File: src/rtl/intc_pkg.sv
package intc_pkg;
  localparam int VEC_W = 8;
  localparam int LVL_W = 2;

  // register map
  localparam logic [2:0] ADDR_PRI = 3'd0;
  localparam logic [2:0] ADDR_ENA = 3'd1;
  localparam logic [2:0] ADDR_STS = 3'd2;
  localparam logic [2:0] ADDR_SNS = 3'd3;
  localparam logic [2:0] ADDR_CTL = 3'd4;

  localparam logic [LVL_W-1:0] LVL_LOW  = 2'd0;
  localparam logic [LVL_W-1:0] LVL_HIGH = 2'd1;
  localparam logic [LVL_W-1:0] LVL_NMI  = 2'd2;

  typedef struct packed {
    logic             loadOut;
    logic             clearNmi;
    logic [VEC_W-1:0] vec;
    logic [LVL_W-1:0] lvl;
  } intcStrobe_t;
endpackage

File: src/rtl/intc_datapath.sv
module intc_datapath
  import intc_pkg::*;
#(
  parameter int NUM_EXT = 6,
  parameter int NUM_INT = 2,
  parameter int DATA_W  = 8,
  parameter int ADDR_W  = 3
) (
  input  logic                        clk,
  input  logic                        rstN,
  input  logic                        nmiIn,
  input  logic [NUM_EXT-1:0]          extIrqN,
  input  logic                        regWe,
  input  logic [ADDR_W-1:0]           regAddr,
  input  logic [DATA_W-1:0]           regWdata,
  output logic [DATA_W-1:0]           regRdata,
  input  logic                        ack,
  input  intcStrobe_t                 strobe,
  output logic                        nmiPend,
  output logic [NUM_EXT-1:0]          extFlag,
  output logic [NUM_EXT-1:0]          extEnable,
  output logic [NUM_EXT+NUM_INT-1:0]  prioLvl,
  output logic                        userMode,
  output logic                        irqReq,
  output logic [VEC_W-1:0]            irqVector,
  output logic [LVL_W-1:0]            irqLevel
);
  localparam int NUM_SRC = NUM_EXT + NUM_INT;

  logic [NUM_EXT-1:0] extSense;
  logic [NUM_EXT-1:0] extPrev;
  logic               nmiPrev;
  logic               nmiRise;
  logic               nmiEdge;
  logic               wrSts;

  assign wrSts   = regWe && (regAddr == ADDR_STS);
  // edge selected by control bit 0
  assign nmiEdge = nmiRise ? (nmiIn & ~nmiPrev) : (~nmiIn & nmiPrev);

  always_ff @(posedge clk) begin
    if (!rstN) begin
      nmiPrev  <= 1'b1;
      extPrev  <= '1;
      nmiPend  <= 1'b0;
      prioLvl  <= '0;
      extEnable <= '0;
      extSense <= '0;
      nmiRise  <= 1'b0;
      userMode <= 1'b0;
    end else begin
      nmiPrev <= nmiIn;
      extPrev <= extIrqN;
      if (nmiEdge)             nmiPend <= 1'b1;
      else if (strobe.clearNmi) nmiPend <= 1'b0;
      if (regWe) begin
        case (regAddr)
          ADDR_PRI: prioLvl   <= regWdata[NUM_SRC-1:0];
          ADDR_ENA: extEnable <= regWdata[NUM_EXT-1:0];
          ADDR_SNS: extSense  <= regWdata[NUM_EXT-1:0];
          ADDR_CTL: begin
            nmiRise  <= regWdata[0];
            userMode <= regWdata[1];
          end
          default: ;
        endcase
      end
    end
  end

  // per-line flag logic
  for (genvar k = 0; k < NUM_EXT; k++) begin : gFlag
    logic setFlag;
    logic clrFlag;
    assign setFlag = extSense[k] ? (extPrev[k] & ~extIrqN[k]) : ~extIrqN[k];
    assign clrFlag = wrSts & ~regWdata[k];
    always_ff @(posedge clk) begin
      if (!rstN) extFlag[k] <= 1'b0;
      else       extFlag[k] <= setFlag | (extFlag[k] & ~clrFlag);
    end
  end

  // held output registers
  always_ff @(posedge clk) begin
    if (!rstN) begin
      irqReq    <= 1'b0;
      irqVector <= '0;
      irqLevel  <= LVL_LOW;
    end else if (strobe.loadOut) begin
      irqReq    <= 1'b1;
      irqVector <= strobe.vec;
      irqLevel  <= strobe.lvl;
    end else if (ack) begin
      irqReq <= 1'b0;
    end
  end

  always_comb begin
    regRdata = '0;
    case (regAddr)
      ADDR_PRI: regRdata[NUM_SRC-1:0] = prioLvl;
      ADDR_ENA: regRdata[NUM_EXT-1:0] = extEnable;
      ADDR_STS: regRdata[NUM_EXT-1:0] = extFlag;
      ADDR_SNS: regRdata[NUM_EXT-1:0] = extSense;
      ADDR_CTL: regRdata[1:0]         = {userMode, nmiRise};
      default:  regRdata = '0;
    endcase
  end
endmodule

File: src/rtl/intc_control.sv
module intc_control
  import intc_pkg::*;
#(
  parameter int NUM_EXT      = 6,
  parameter int NUM_INT      = 2,
  parameter int VEC_NMI      = 7,
  parameter int VEC_SRC_BASE = 12
) (
  input  logic                        nmiPend,
  input  logic [NUM_EXT-1:0]          extFlag,
  input  logic [NUM_EXT-1:0]          extEnable,
  input  logic [NUM_INT-1:0]          intReq,
  input  logic [NUM_EXT+NUM_INT-1:0]  prioLvl,
  input  logic                        userMode,
  input  logic                        maskI,
  input  logic                        maskU,
  input  logic                        irqReq,
  input  logic [LVL_W-1:0]            irqLevel,
  input  logic                        ack,
  output intcStrobe_t                 strobe
);
  localparam int NUM_SRC = NUM_EXT + NUM_INT;
  localparam int IDX_W   = $clog2(NUM_SRC);
  localparam logic [VEC_W-1:0] NMI_V  = VEC_W'(VEC_NMI);
  localparam logic [VEC_W-1:0] BASE_V = VEC_W'(VEC_SRC_BASE);

  logic [NUM_SRC-1:0] pending;
  logic [NUM_SRC-1:0] hiReq;
  logic [NUM_SRC-1:0] loReq;
  logic               hiOk;
  logic               loOk;
  logic [IDX_W-1:0]   hiIdx;
  logic [IDX_W-1:0]   loIdx;

  assign pending = {intReq, extFlag & extEnable};
  assign hiReq   = pending & prioLvl;
  assign loReq   = pending & ~prioLvl;
  // mask interpretation
  assign hiOk = ~maskI;
  assign loOk = ~maskI & (userMode | ~maskU);

  // lowest index wins inside a group
  always_comb begin
    hiIdx = '0;
    loIdx = '0;
    for (int i = NUM_SRC - 1; i >= 0; i--) begin
      if (hiReq[i]) hiIdx = IDX_W'(i);
      if (loReq[i]) loIdx = IDX_W'(i);
    end
  end

  always_comb begin
    strobe          = '0;
    strobe.clearNmi = irqReq & ack & (irqLevel == LVL_NMI);
    if (!irqReq) begin
      if (nmiPend) begin
        strobe.loadOut = 1'b1;
        strobe.vec     = NMI_V;
        strobe.lvl     = LVL_NMI;
      end else if (hiOk && |hiReq) begin
        strobe.loadOut = 1'b1;
        strobe.vec     = BASE_V + VEC_W'(hiIdx);
        strobe.lvl     = LVL_HIGH;
      end else if (loOk && |loReq) begin
        strobe.loadOut = 1'b1;
        strobe.vec     = BASE_V + VEC_W'(loIdx);
        strobe.lvl     = LVL_LOW;
      end
    end
  end
endmodule

File: src/rtl/prio_intc.sv
module prio_intc
  import intc_pkg::*;
#(
  parameter int NUM_INT = 2
) (
  input  logic               clk,
  input  logic               rstN,
  input  logic               nmiIn,
  input  logic [5:0]         extIrqN,
  input  logic [NUM_INT-1:0] intReq,
  input  logic               regWe,
  input  logic [2:0]         regAddr,
  input  logic [7:0]         regWdata,
  output logic [7:0]         regRdata,
  input  logic               maskI,
  input  logic               maskU,
  input  logic               ack,
  output logic               irqReq,
  output logic [7:0]         irqVector,
  output logic [1:0]         irqLevel
);
  localparam int NUM_EXT = 6;
  localparam int NUM_SRC = NUM_EXT + NUM_INT;

  intcStrobe_t        strobe;
  logic               nmiPend;
  logic [NUM_EXT-1:0] extFlag;
  logic [NUM_EXT-1:0] extEnable;
  logic [NUM_SRC-1:0] prioLvl;
  logic               userMode;

  intc_datapath #(.NUM_EXT(NUM_EXT), .NUM_INT(NUM_INT), .DATA_W(8), .ADDR_W(3)) u_dp (
    .clk(clk), .rstN(rstN), .nmiIn(nmiIn), .extIrqN(extIrqN),
    .regWe(regWe), .regAddr(regAddr), .regWdata(regWdata), .regRdata(regRdata),
    .ack(ack), .strobe(strobe), .nmiPend(nmiPend), .extFlag(extFlag),
    .extEnable(extEnable), .prioLvl(prioLvl), .userMode(userMode),
    .irqReq(irqReq), .irqVector(irqVector), .irqLevel(irqLevel)
  );

  intc_control #(.NUM_EXT(NUM_EXT), .NUM_INT(NUM_INT), .VEC_NMI(7), .VEC_SRC_BASE(12)) u_ctl (
    .nmiPend(nmiPend), .extFlag(extFlag), .extEnable(extEnable), .intReq(intReq),
    .prioLvl(prioLvl), .userMode(userMode), .maskI(maskI), .maskU(maskU),
    .irqReq(irqReq), .irqLevel(irqLevel), .ack(ack), .strobe(strobe)
  );
endmodule

File: config.mk
export PLATFORM = sky130hd
export DESIGN_NAME = prio_intc
export DESIGN_NICKNAME = d
export VERILOG_FILES = /design/src/rtl/intc_pkg.sv /design/src/rtl/intc_datapath.sv /design/src/rtl/intc_control.sv /design/src/rtl/prio_intc.sv
export SDC_FILE = /design/constraint.sdc
export NUM_CORES = 1
export LEC_CHECK = 0
export BUFFER_PORTS_ARGS = -buffer_cell sky130_fd_sc_hd__buf_2
export CAP_MARGIN = 10
export CELL_PAD_IN_SITES_DETAIL_PLACEMENT = 1
export CELL_PAD_IN_SITES_GLOBAL_PLACEMENT = 2
export CORE_ASPECT_RATIO = 2
export CORE_UTILIZATION = 29
export CTS_CLUSTER_DIAMETER = 150
export DETAILED_ROUTE_END_ITERATION = 8
export HOLD_SLACK_MARGIN = 0.02
export PLACE_DENSITY = 0.76
export SYNTH_ARGS = -nofsm -noshare
export SYNTH_HDL_FRONTEND = slang
export SYNTH_SLANG_ARGS = --single-unit
File: constraint.sdc
create_clock -name clk -period 1.3 [get_ports clk]
set_input_delay 0.13 -clock clk [delete_from_list [all_inputs] [get_ports clk]]
set_output_delay 0.13 -clock clk [all_outputs]
set_load 0.01 [all_outputs]
==> summary.txt, run 1 <==
Power and ir drop
  – Combinational power share: 17.7%
  – Standby leakage power: 1.51 nW
  – Power Density: 984 nW/um2
  – Switching Fraction: 25.5%
  – Internal power: 0.00254 W
  – Reg power frac: 43.3%
  – Switching Power: 0.000866 W
  – Peak supply drop: 0.854 mV
  – Clock Power Share: 39.1%
  – Power after layout: 0.00340 W

Drt
  – Initial detailed-routing violation count: 60
  – Initial DRT Pass Iterations: 4
  – Antenna viol nets, final: 0
  – DRT Wirelength: 8.23 mm
  – Vias per cell: 5.20
  – Wire length per cell: 18.2 um
  – DRC: 0
  – Vias: 2354

Yosys
  – Yosys warns: 0
  – #FFs+latches synth: 44
  – Most instantiated library cell after synthesis: dfxtp_1
  – Post-synth top area share: 39.6%
  – Syn Inst Count: 252
  – Main synth FF type: dfxtp_1
  – Synth area leader: dfxtp_1
  – Syn avg cell area: 8.82 um2
  – EDFF count, synth: 0
  – Synthesized area: 2220 um2
  – Top cells by count, synth: dfxtp_1 (44), nand2_1 (27), nor2_1 (22)
  – Post-synthesis sequential area ratio: 39.6%
  – Synth async-reset ratio: 0%
  – Count of different cell masters after synthesis: 51
  – Largest cells by area after synthesis: dfxtp_1 (40%), mux4_2 (6.1%), mux2i_1 (5.9%), nand2_1 (4.6%), nor2_1 (3.7%)

Layout
  – Share of layout cells above drive strength 1: 47.9%
  – Diodes inserted: 0
  – Synth-to-Final Area Change: 55.5%
  – NumNets Final: 387
  – Finished Layout Cells: 453
  – Layout fillers: 870

Run
  – Max-Cap Viols: 0

Clock network
  – Post-CTS Hold Buffers: 0
  – Clock root cell: clkbuf_16
  – Num CTS Buffers: 5
  – H-tree levels: 2
  – CTS sink cnt: 44
  – CTS Buffer Depth: 2
  – Worst skew pair latency: 0.29 ns
  – CTS tree: built
  – Reg clk slew, reported paths: 0.06 ns

Timing
  – Unrepaired setup endpoints after global routing: true
  – Clock Skews: 0.00617 ns
  – Final Hold Fails: 0
  – Tmin final: 1.61 ns
  – Final Setup Violations: 14
  – Setup ws final: -0.308 ns
  – Max Freq: 0.622 GHz
  – Period utilization: 124%
  – Slew Viols, Final: 0

Floorplan
  – Die height: 126 um
  – Effective utilization at floorplan: 30.4%
  – Die ar.: 8040 um2
  – CORE AREA: 7320 um2
  – Io pins: 45
  – Die width: 63.9 um
  – Row count: 44

Placement
  – Dpl ws: -0.376 ns
  – DP Cell Count: 429
  – GPL Wtd Cong: 0.913
  – Detailed-placement wirelength estimate: 6.02 mm
  – Port bufs: 41

Global route
  – Largest net degree at the start of global routing: 27
  – Initial antenna violation count: 0
  – First-pass GRT wire length: 12.8 mm
  – Grt total ovfl: 0
  – Total track usage: 21.7%
  – Vias in the first global route: 2543

Critical path
  – Crit Path Max Fanout: 3
  – Worst path required time: 1.17 ns
  – CP Capture Type: output port
  – Crit start category: flop
  – Critical path type: reg2out
  – Worst R2R Setup Slack: -0.27 ns
  – Worst EP arrival: 1.48 ns

Outcome
  – Status: complete, but fails checks
  – Failing checks: negative setup slack

Worst hold path
  – Min-delay worst type: in2reg
placed cells by master (no fill, tap or decap), types with 4 or more instances in the layout:
master	n
nor2b_4	4
dfxtp_1	25
a21oi_1	12
nand2b_1	11
nor2_1	22
a31oi_1	5
mux4_2	6
nand3_1	6
buf_4	49
o211ai_1	7
dfxtp_2	19
mux2i_1	13
buf_2	38
nor2b_1	9
clkbuf_16	5
o21ai_0	8
inv_1	7
nand3b_1	5
nand4_1	4
and2_1	4
nand2_1	27
buf_6	24
metal layers:
| metal | part of all wire, % | global-route usage, % |
|---|---|---|
| met3 | 2.4 | 3.62 |
| met5 | 0 | 0 |
| met1 | 33 | 19.3 |
| met2 | 58 | 42.2 |
| met4 | 6.3 | 14.7 |
area by class of cell:
| cell class | instances | area (um2) | share of cell area, % |
|---|---|---|---|
| Sequential cell | 44 | 905 | 26.2 |
| Clock buffer | 7 | 153 | 4.41 |
| Tap cell | 92 | 115 | 3.33 |
| Timing Repair Buffer | 113 | 868 | 25.1 |
| Multi-Input combinational cell | 187 | 1380 | 39.9 |
| Inverter | 10 | 37.5 | 1.09 |
what timing repair did:
action	CTS	global route
gates cloned	0	0
endpoints found under the setup margin	14	14
setup buffers	13	4
pin swaps	16	4
resized for setup	51	16
power groups by stage:
stage	clock network, W	registers, W	logic (W)
2_1_floorplan	0	0.00149	0.000229
3_3_place_gp	0	0.00149	0.000484
3_5_place_dp	0	0.00150	0.000494
4_1_cts	0.00136	0.00147	0.000563
5_1_grt	0.00142	0.00148	0.000646
6_report	0.00133	0.00147	0.000601
critical path, cell delays in order (launching register included):
cell     delay, ns
dfxtp_2       0.33
buf_6         0.11
mux4_2        0.47
nor2b_1       0.14
buf_2         0.14
per-stage QoR:
step | area [um2] | setup TNS, ns | hold slack (ns) | utilization (%)
final | 3460 | -3.27 | 0.0478 | 47.2
after global routing | 3460 | -4.13 | 0.0667 | 47.2
after CTS | 3340 | -3.11 | 0.0505 | 45.7
after detailed placement | 2940 | -2.40 | 0.344 | 40.1
after global placement | 2940 | -1.82 | 0.335 | 40.1
after floorplan | 2240 | -0.201 | 0.231 | -
registers in the layout, summed over array words and instances, names as in the netlist:
register,cells
u_dp.prioLvl,8
u_dp.extEnable,6
u_dp.extFlag,6
u_dp.extPrev,6
u_dp.extSense,6
u_dp.irqVector,5
u_dp.irqLevel,2
u_dp.irqReq,1
u_dp.nmiPend,1
u_dp.nmiPrev,1
u_dp.nmiRise,1
u_dp.userMode,1
kinds of logic after synthesis:
group / Yosys count / share of synthesized area [%]
AOI/OAI and AO/OA: 54 / 16.2
DFF: 44 / 39.6
other: 1 / 0.169
buffers and inverters: 23 / 4.56
muxes: 19 / 11.9
and+or+nand+nor: 111 / 27.5
worst paths after layout:
path | from | to | depth (start not counted)
min | extIrqN[4] | u_dp.extPrev[4] | 2
max | u_dp.extEnable[4] | regRdata[4] | 4
max reg2reg | u_dp.prioLvl[5] | u_dp.irqVector[1] | 5
min reg2reg | u_dp.irqVector[3] | u_dp.irqVector[3] | 2
(Power assumes the default switching activity.)
==> inputs of run 2 (changes only) <==
ABC_AREA = 1   (was not set)
CORE_UTILIZATION = 30   (was 29)
PLACE_DENSITY = 0.81   (was 0.76)
clock period = 1.5 ns   (was 1.3 ns; I/O delays follow)
==> summary.txt, run 2 <==
Outcome
  – Status: finished, final reports clean (was complete, but fails checks)

Yosys
  – Main synth FF type: dfxtp_1 (unchanged)
  – Synth async-reset ratio: 0% (unchanged)
  – Syn avg cell area: 7.10 um2 (was 8.82 um2)
  – Post-synth top area share: 39.7% (was 39.6%)
  – Yosys warns: 0 (unchanged)
  – Top cells by count, synth: nand2_1 (68), dfxtp_1 (44), o21ai_0 (39) (was dfxtp_1 (44), nand2_1 (27), nor2_1 (22))
  – Count of different cell masters after synthesis: 27 (was 51)
  – Most instantiated library cell after synthesis: nand2_1 (was dfxtp_1)
  – #FFs+latches synth: 44 (unchanged)
  – Post-synthesis sequential area ratio: 39.7% (was 39.6%)
  – Synthesized area: 2220 um2 (about the same)
  – Largest cells by area after synthesis: dfxtp_1 (40%), nand2_1 (11%), o21ai_0 (8.8%), inv_1 (5.9%), a21oi_1 (5.6%) (was dfxtp_1 (40%), mux4_2 (6.1%), mux2i_1 (5.9%), nand2_1 (4.6%), nor2_1 (3.7%))
  – Syn Inst Count: 313 (was 252)
  – Synth area leader: dfxtp_1 (unchanged)
  – EDFF count, synth: 0 (unchanged)

Timing
  – Slew Viols, Final: 0 (unchanged)
  – Max Freq: 0.704 GHz
  – Final Hold Fails: 0 (unchanged)
  – Clock Skews: 0.00412 ns (was 0.00617 ns)
  – Period utilization: 94.8%
  – Tmin final: 1.42 ns
  – Final Setup Violations: 0 (was 14)

Layout
  – Max reg flops: 8 (unchanged)
  – Share of layout cells above drive strength 1: 24.9% (was 47.9%)
  – Layout fillers: 946 (was 870)
  – Diodes inserted: 0 (unchanged)
  – Cell area after layout: 2670 um2 (was 3460 um2)
  – Commonest non-fill, non-tap cells in the layout: nand2_1 (68), buf_2 (41), dfxtp_1 (40), inv_1 (35), o21ai_0 (35) (was buf_4 (49), buf_2 (38), nand2_1 (27), dfxtp_1 (25), buf_6 (24))
  – Most common cell after layout, fill and taps aside: nand2_1 (was buf_4)
  – Most flops, register: u_dp.prioLvl (unchanged)
  – Synth-to-Final Area Change: 20.3% (was 55.5%)
  – NumNets Final: 384 (was 387)

Floorplan
  – Die ar.: 7770 um2 (was 8040 um2)
  – Die width: 62.8 um (was 63.9 um)
  – CORE AREA: 7210 um2 (was 7320 um2)
  – Effective utilization at floorplan: 30.8% (was 30.4%)
  – Die height: 124 um (was 126 um)
  – Io pins: 45 (unchanged)
  – Row count: 44 (unchanged)

Drt
  – Vias: 2122 (was 2354)
  – DRC: 0 (unchanged)
  – Antenna viol nets, final: 0 (unchanged)
  – Initial detailed-routing violation count: 41 (was 60)
  – Vias per cell: 4.72 (was 5.20)
  – Wire length per cell: 13.4 um (was 18.2 um)
  – Initial DRT Pass Iterations: 4 (unchanged)
  – DRT Wirelength: 6.04 mm (was 8.23 mm)

Critical path
  – Slowest-stage cell, CP: dfxtp_2 (was mux4_2)
  – Worst EP arrival: 1.27 ns (was 1.48 ns)
  – Worst path required time: 1.35 ns (was 1.17 ns)
  – Crit start category: flop (unchanged)
  – CP Capture Type: output port (unchanged)
  – Levels on crit path: 4 (unchanged)
  – Critical path's top delay family: flip-flops (was multiplexers)
  – Worst reg-to-reg path cell count: 9 (was 5)
  – CP Cell Sequence: buf_4, a221oi_2, o21ai_1, buf_2 (was buf_6, mux4_2, nor2b_1, buf_2)
  – Max stage delay on crit path: 0.34 ns (was 0.47 ns)
  – Critical path type: reg2out (unchanged)
  – Buf/Inv on CP: 2 (unchanged)
  – Crit Path Max Fanout: 3 (unchanged)

Clock network
  – Clock root cell: clkbuf_16 (unchanged)
  – Num CTS Buffers: 5 (unchanged)
  – CTS tree: built (unchanged)
  – CTS Buffer Depth: 2 (unchanged)
  – Post-CTS Repair Setup Buffers: 0 (was 13)
  – Reg clk slew, reported paths: 0.06 ns (about the same)
  – CTS sink cnt: 44 (unchanged)
  – Worst skew pair latency: 0.29 ns (about the same)
  – H-tree levels: 2 (unchanged)
  – Post-CTS Hold Buffers: 0 (unchanged)

Global route
  – Initial antenna violation count: 0 (unchanged)
  – Vias in the first global route: 2073 (was 2543)
  – First-pass GRT wire length: 9.76 mm (was 12.8 mm)
  – Largest net degree at the start of global routing: 29 (was 27)
  – Total track usage: 16.7% (was 21.7%)
  – Grt total ovfl: 0 (unchanged)

Run
  – Max-Cap Viols: 0 (unchanged)

Placement
  – Cell Area, Placed: 2510 um2 (was 2940 um2)
  – Detailed-placement wirelength estimate: 4.91 mm (was 6.02 mm)
  – GPL Wtd Cong: 0.789 (was 0.913)
  – Port bufs: 41 (unchanged)

Power and ir drop
  – Standby leakage power: 1.21 nW (was 1.51 nW)
  – Power after layout: 0.00271 W (was 0.00340 W)
  – Power Density: 1010 nW/um2 (was 984 nW/um2)
  – Peak supply drop: 0.795 mV (was 0.854 mV)

Worst hold path
  – Hold depth: 3 (was 2)
  – Min-delay worst type: in2reg (unchanged)
run 2: cell types whose count changed after synthesis, moves of 13 or more:
cell,previous run,this run
inv_1,9,35
mux2i_1,13,0
nand2_1,27,68
nor2b_1,13,0
o21ai_0,10,39
run 2: final timing paths:
| check | startpoint | to | slack, ns |
|---|---|---|---|
| worst max-delay path | u_dp.extFlag[1] | regRdata[1] | 0.08 |
| worst min-delay path | extIrqN[3] | u_dp.extPrev[3] | 0.04 |
| worst max register to register | u_dp.extEnable[0] | u_dp.irqVector[0] | 0.15 |
| worst min register to register | u_dp.extSense[3] | u_dp.extSense[3] | 0.47 |
run 2: final cells by class:
| type | count | area, um2 | share of cell area [%] |
|---|---|---|---|
| inverter | 40 | 150 | 5.62 |
| sequential | 44 | 886 | 33.1 |
| clock buffer | 5 | 125 | 4.68 |
| tap | 92 | 115 | 4.31 |
| clock inverter | 2 | 12.5 | 0.468 |
| multi-input combinational | 222 | 1150 | 43.0 |
| timing repair buffer | 45 | 235 | 8.80 |
run 2: tightest hold or removal path, delay by kind of cell:
family / cells / cell delay [ns]
buffers and inverters: 2 / 0.11
AND/OR/NAND/NOR: 1 / 0.04
run 2: metrics by stage:
| step | setup slack [ns] | std cells | setup TNS, ns | hold WS [ns] | utilization [%] |
|---|---|---|---|---|---|
| 2_1_floorplan | 0.324 | 315 | 0 | 0.243 | - |
| 3_3_place_gp | 0.0870 | 443 | 0 | 0.333 | 34.8 |
| 3_5_place_dp | 0.0497 | 443 | 0 | 0.338 | 34.8 |
| 4_1_cts | 0.0130 | 450 | 0 | 0.0369 | 36.7 |
| 5_1_grt | -0.00502 | 450 | -0.00502 | 0.0564 | 37.1 |
| 6_report | 0.0785 | 450 | 0 | 0.0414 | 37.1 |
run 2: cells by family after synthesis:
group	count (synthesis)	synth area share [%]
simple gates	139	30.0
other cells	1	0.169
buf+inv	49	9.75
compound gates	80	20.4
flops	44	39.7
run 2: what timing repair did:
item | CTS | global route
endpoints found under the setup margin | 2 | 3
gates resized for setup | 2 | 9
hold endpoints to repair | 0 | 0
run 2: power by group:
| group | internal [W] | switching, W |
|---|---|---|
| clock | 0.000604 | 0.000453 |
| combinational | 0.000137 | 0.000231 |
| sequential | 0.00124 | 0.0000508 |
run 2: metal layers:
| metal | wire [um] | track usage (%) | up-vias |
|---|---|---|---|
| li1 | - | - | 1113 |
| met1 | 2250 | 16.0 | 967 |
| met2 | 3490 | 33.2 | 30 |
| met3 | 122 | 2.93 | 12 |
| met4 | 173 | 8.43 | 0 |
| met5 | 0 | 0 | - |
==> inputs of run 3 (changes only) <==
SETUP_SLACK_MARGIN = 0.3   (was not set)
==> summary.txt, run 3 (synthesized netlist as in run 2, its figures left out) <==
Timing
  – Setup tns final: 0 ns (unchanged)
  – Tmin final: 1.41 ns (was 1.42 ns)
  – Worst rel slew slack: 66.6%
  – Final Setup Violations: 0 (unchanged)
  – Period utilization: 93.8% (was 94.8%)
  – Clock Skews: 0.00276 ns (was 0.00412 ns)
  – Unrepaired setup endpoints after global routing: true
  – Slew Viols, Final: 0 (unchanged)
  – Worst slew pin tran: 0.501 ns
  – Final Hold Fails: 0 (unchanged)
  – Setup ws final: 0.0930 ns (was 0.0785 ns)
  – Max Freq: 0.711 GHz (was 0.704 GHz)

Drt
  – Wire length per cell: 14.0 um (was 13.4 um)
  – DRT Wirelength: 6.41 mm (was 6.04 mm)
  – Initial detailed-routing violation count: 33 (was 41)
  – Vias per cell: 4.73 (was 4.72)
  – DRC: 0 (unchanged)
  – Initial DRT Pass Iterations: 3 (was 4)
  – Vias: 2156 (was 2122)
  – Antenna viol nets, final: 0 (unchanged)

Critical path
  – Critical path type: reg2out (unchanged)
  – Worst R2R Setup Slack: 0.13 ns (was 0.15 ns)
  – Slowest-stage cell, CP: dfxtp_2 (unchanged)
  – FF-to-FF End: u_dp.irqVector[1] (was u_dp.irqVector[0])
  – Worst path required time: 1.35 ns (about the same)
  – Buf/Inv on CP: 2 (unchanged)
  – Max stage delay on crit path: 0.34 ns (about the same)
  – Worst r2r src: u_dp.extFlag[1] (was u_dp.extEnable[0])
  – Crit Path Max Fanout: 3 (unchanged)
  – Critical path's top delay family: compound AO/OA/AOI/OAI gates (was flip-flops)
  – Crit start category: flop (unchanged)
  – Worst EP arrival: 1.26 ns (was 1.27 ns)
  – CP Capture Type: output port (unchanged)
  – CP Cell Sequence: buf_6, a221oi_2, o21ai_1, buf_2 (was buf_4, a221oi_2, o21ai_1, buf_2)
  – Levels on crit path: 4 (unchanged)
  – Worst reg-to-reg path cell count: 11 (was 9)

Placement
  – Dpl ws: 0.0497 ns (unchanged)
  – Detailed-placement wirelength estimate: 4.91 mm (unchanged)
  – Port bufs: 41 (unchanged)
  – GPL Wtd Cong: 0.789 (unchanged)

Clock network
  – Post-CTS Hold Buffers: 0 (unchanged)
  – Worst skew pair latency: 0.29 ns (about the same)
  – Num CTS Buffers: 5 (unchanged)
  – CTS tree: built (unchanged)
  – Reg clk slew, reported paths: 0.06 ns (about the same)
  – H-tree levels: 2 (unchanged)
  – Clock root cell: clkbuf_16 (unchanged)
  – CTS sink cnt: 44 (unchanged)
  – CTS Buffer Depth: 2 (unchanged)

Worst hold path
  – Hold depth: 3 (unchanged)
  – Hold EP: u_dp.extPrev[1] (was u_dp.extPrev[3])
  – Min-delay worst type: in2reg (unchanged)
  – Hold Crit Start: extIrqN[1] (was extIrqN[3])

Global route
  – Initial antenna violation count: 0 (unchanged)
  – Total track usage: 17.5% (was 16.7%)
  – Largest net degree at the start of global routing: 29 (unchanged)
  – Grt total ovfl: 0 (unchanged)
  – First-pass GRT wire length: 10.2 mm (was 9.76 mm)
  – Vias in the first global route: 2141 (was 2073)

Layout
  – Share of layout cells above drive strength 1: 39.0% (was 24.9%)
  – Commonest non-fill, non-tap cells in the layout: nand2_1 (55), buf_2 (39), o21ai_0 (34), nor2_1 (31), inv_1 (29) (was nand2_1 (68), buf_2 (41), dfxtp_1 (40), inv_1 (35), o21ai_0 (35))
  – Max reg flops: 8 (unchanged)
  – NumNets Final: 390 (was 384)
  – Most flops, register: u_dp.prioLvl (unchanged)
  – Diodes inserted: 0 (unchanged)
  – Most common cell after layout, fill and taps aside: nand2_1 (unchanged)
  – Synth-to-Final Area Change: 31.8% (was 20.3%)
  – Final Core Density: 40.6% (was 37.1%)
  – Layout fillers: 932 (was 946)

Floorplan
  – Die height: 124 um (unchanged)
  – Die ar.: 7770 um2 (unchanged)
  – Row count: 44 (unchanged)
  – Die width: 62.8 um (unchanged)
  – Effective utilization at floorplan: 30.8% (unchanged)
  – CORE AREA: 7210 um2 (unchanged)
  – Io pins: 45 (unchanged)

Power and ir drop
  – Standby leakage power: 1.29 nW (was 1.21 nW)
  – Peak supply drop: 0.794 mV (was 0.795 mV)
  – Power Density: 955 nW/um2 (was 1010 nW/um2)
  – Power after layout: 0.00280 W (was 0.00271 W)

Run
  – Max-Cap Viols: 0 (unchanged)

Outcome
  – Status: finished, final reports clean (unchanged)
## run 3: changes by cell type in the layout (fill, tap and decap cells not counted), sizes merged
cell	change
buf	+6
## run 3: per-stage QoR
stage | instances | cell area (um2) | hold slack [ns]
after floorplan | 315 | 2230 | 0.243
after global placement | 443 | 2510 | 0.333
after detailed placement | 443 | 2510 | 0.338
after CTS | 454 | 2840 | 0.0369
after global routing | 456 | 2930 | 0.0577
final | 456 | 2930 | 0.0417
## run 3: worst register-to-register path: stages (launching register included)
cell and delay, ns:
dfxtp_2 0.34, buf_4 0.13, nand3_2 0.07, nand2_2 0.07, nor2_1 0.10, nand2_1 0.09, nand2_4 0.11, nand3_4 0.12
nand2_8 0.11, nand2_2 0.05, nand2_1 0.05, nor2_1 0.04
## run 3: repair_timing
item | CTS | global route
cloned | 0 | 0
setup endpoints to repair | 14 | 14
gates resized for setup | 57 | 23
setup buffers | 4 | 2
pin swaps | 10 | 9
## run 3: how the worst max path moves through the flow
stage,slack (ns),endpoint,startpoint
after floorplan,0.32,u_dp.irqVector[0],u_dp.extFlag[0]
after global placement,0.09,regRdata[1],regAddr[2]
after detailed placement,0.05,regRdata[1],regAddr[2]
after CTS,0.11,regRdata[1],u_dp.extFlag[1]
after global routing,0.04,regRdata[1],u_dp.extFlag[1]
final,0.09,regRdata[1],u_dp.extFlag[1]
## run 3: metal layers
metal	global-route usage (%)	vias to the layer above	share of wire (%)
li1	-	1120	-
met1	16.6	995	37
met2	35.1	30	58
met3	2.93	11	1.9
met4	8.87	0	2.9
met5	0	-	0
## run 3: where the power goes
part | leakage, nW | internal, W | total, W | switching (W)
Combinational | 0.860 | 0.000174 | 0.000442 | 0.000268
Clock | 0.0657 | 0.000605 | 0.00106 | 0.000455
Sequential | 0.368 | 0.00124 | 0.00130 | 0.0000560
## run 3: final cells by class
| type | instances | area [um2] | area share (%) |
|---|---|---|---|
| multi-input cells | 222 | 1310 | 44.6 |
| clock inverters | 2 | 12.5 | 0.427 |
| clock buffers | 5 | 125 | 4.27 |
| repair buffers | 51 | 308 | 10.5 |
| well taps | 92 | 115 | 3.93 |
| inverters | 40 | 158 | 5.38 |
| flip-flops and latches | 44 | 903 | 30.9 |
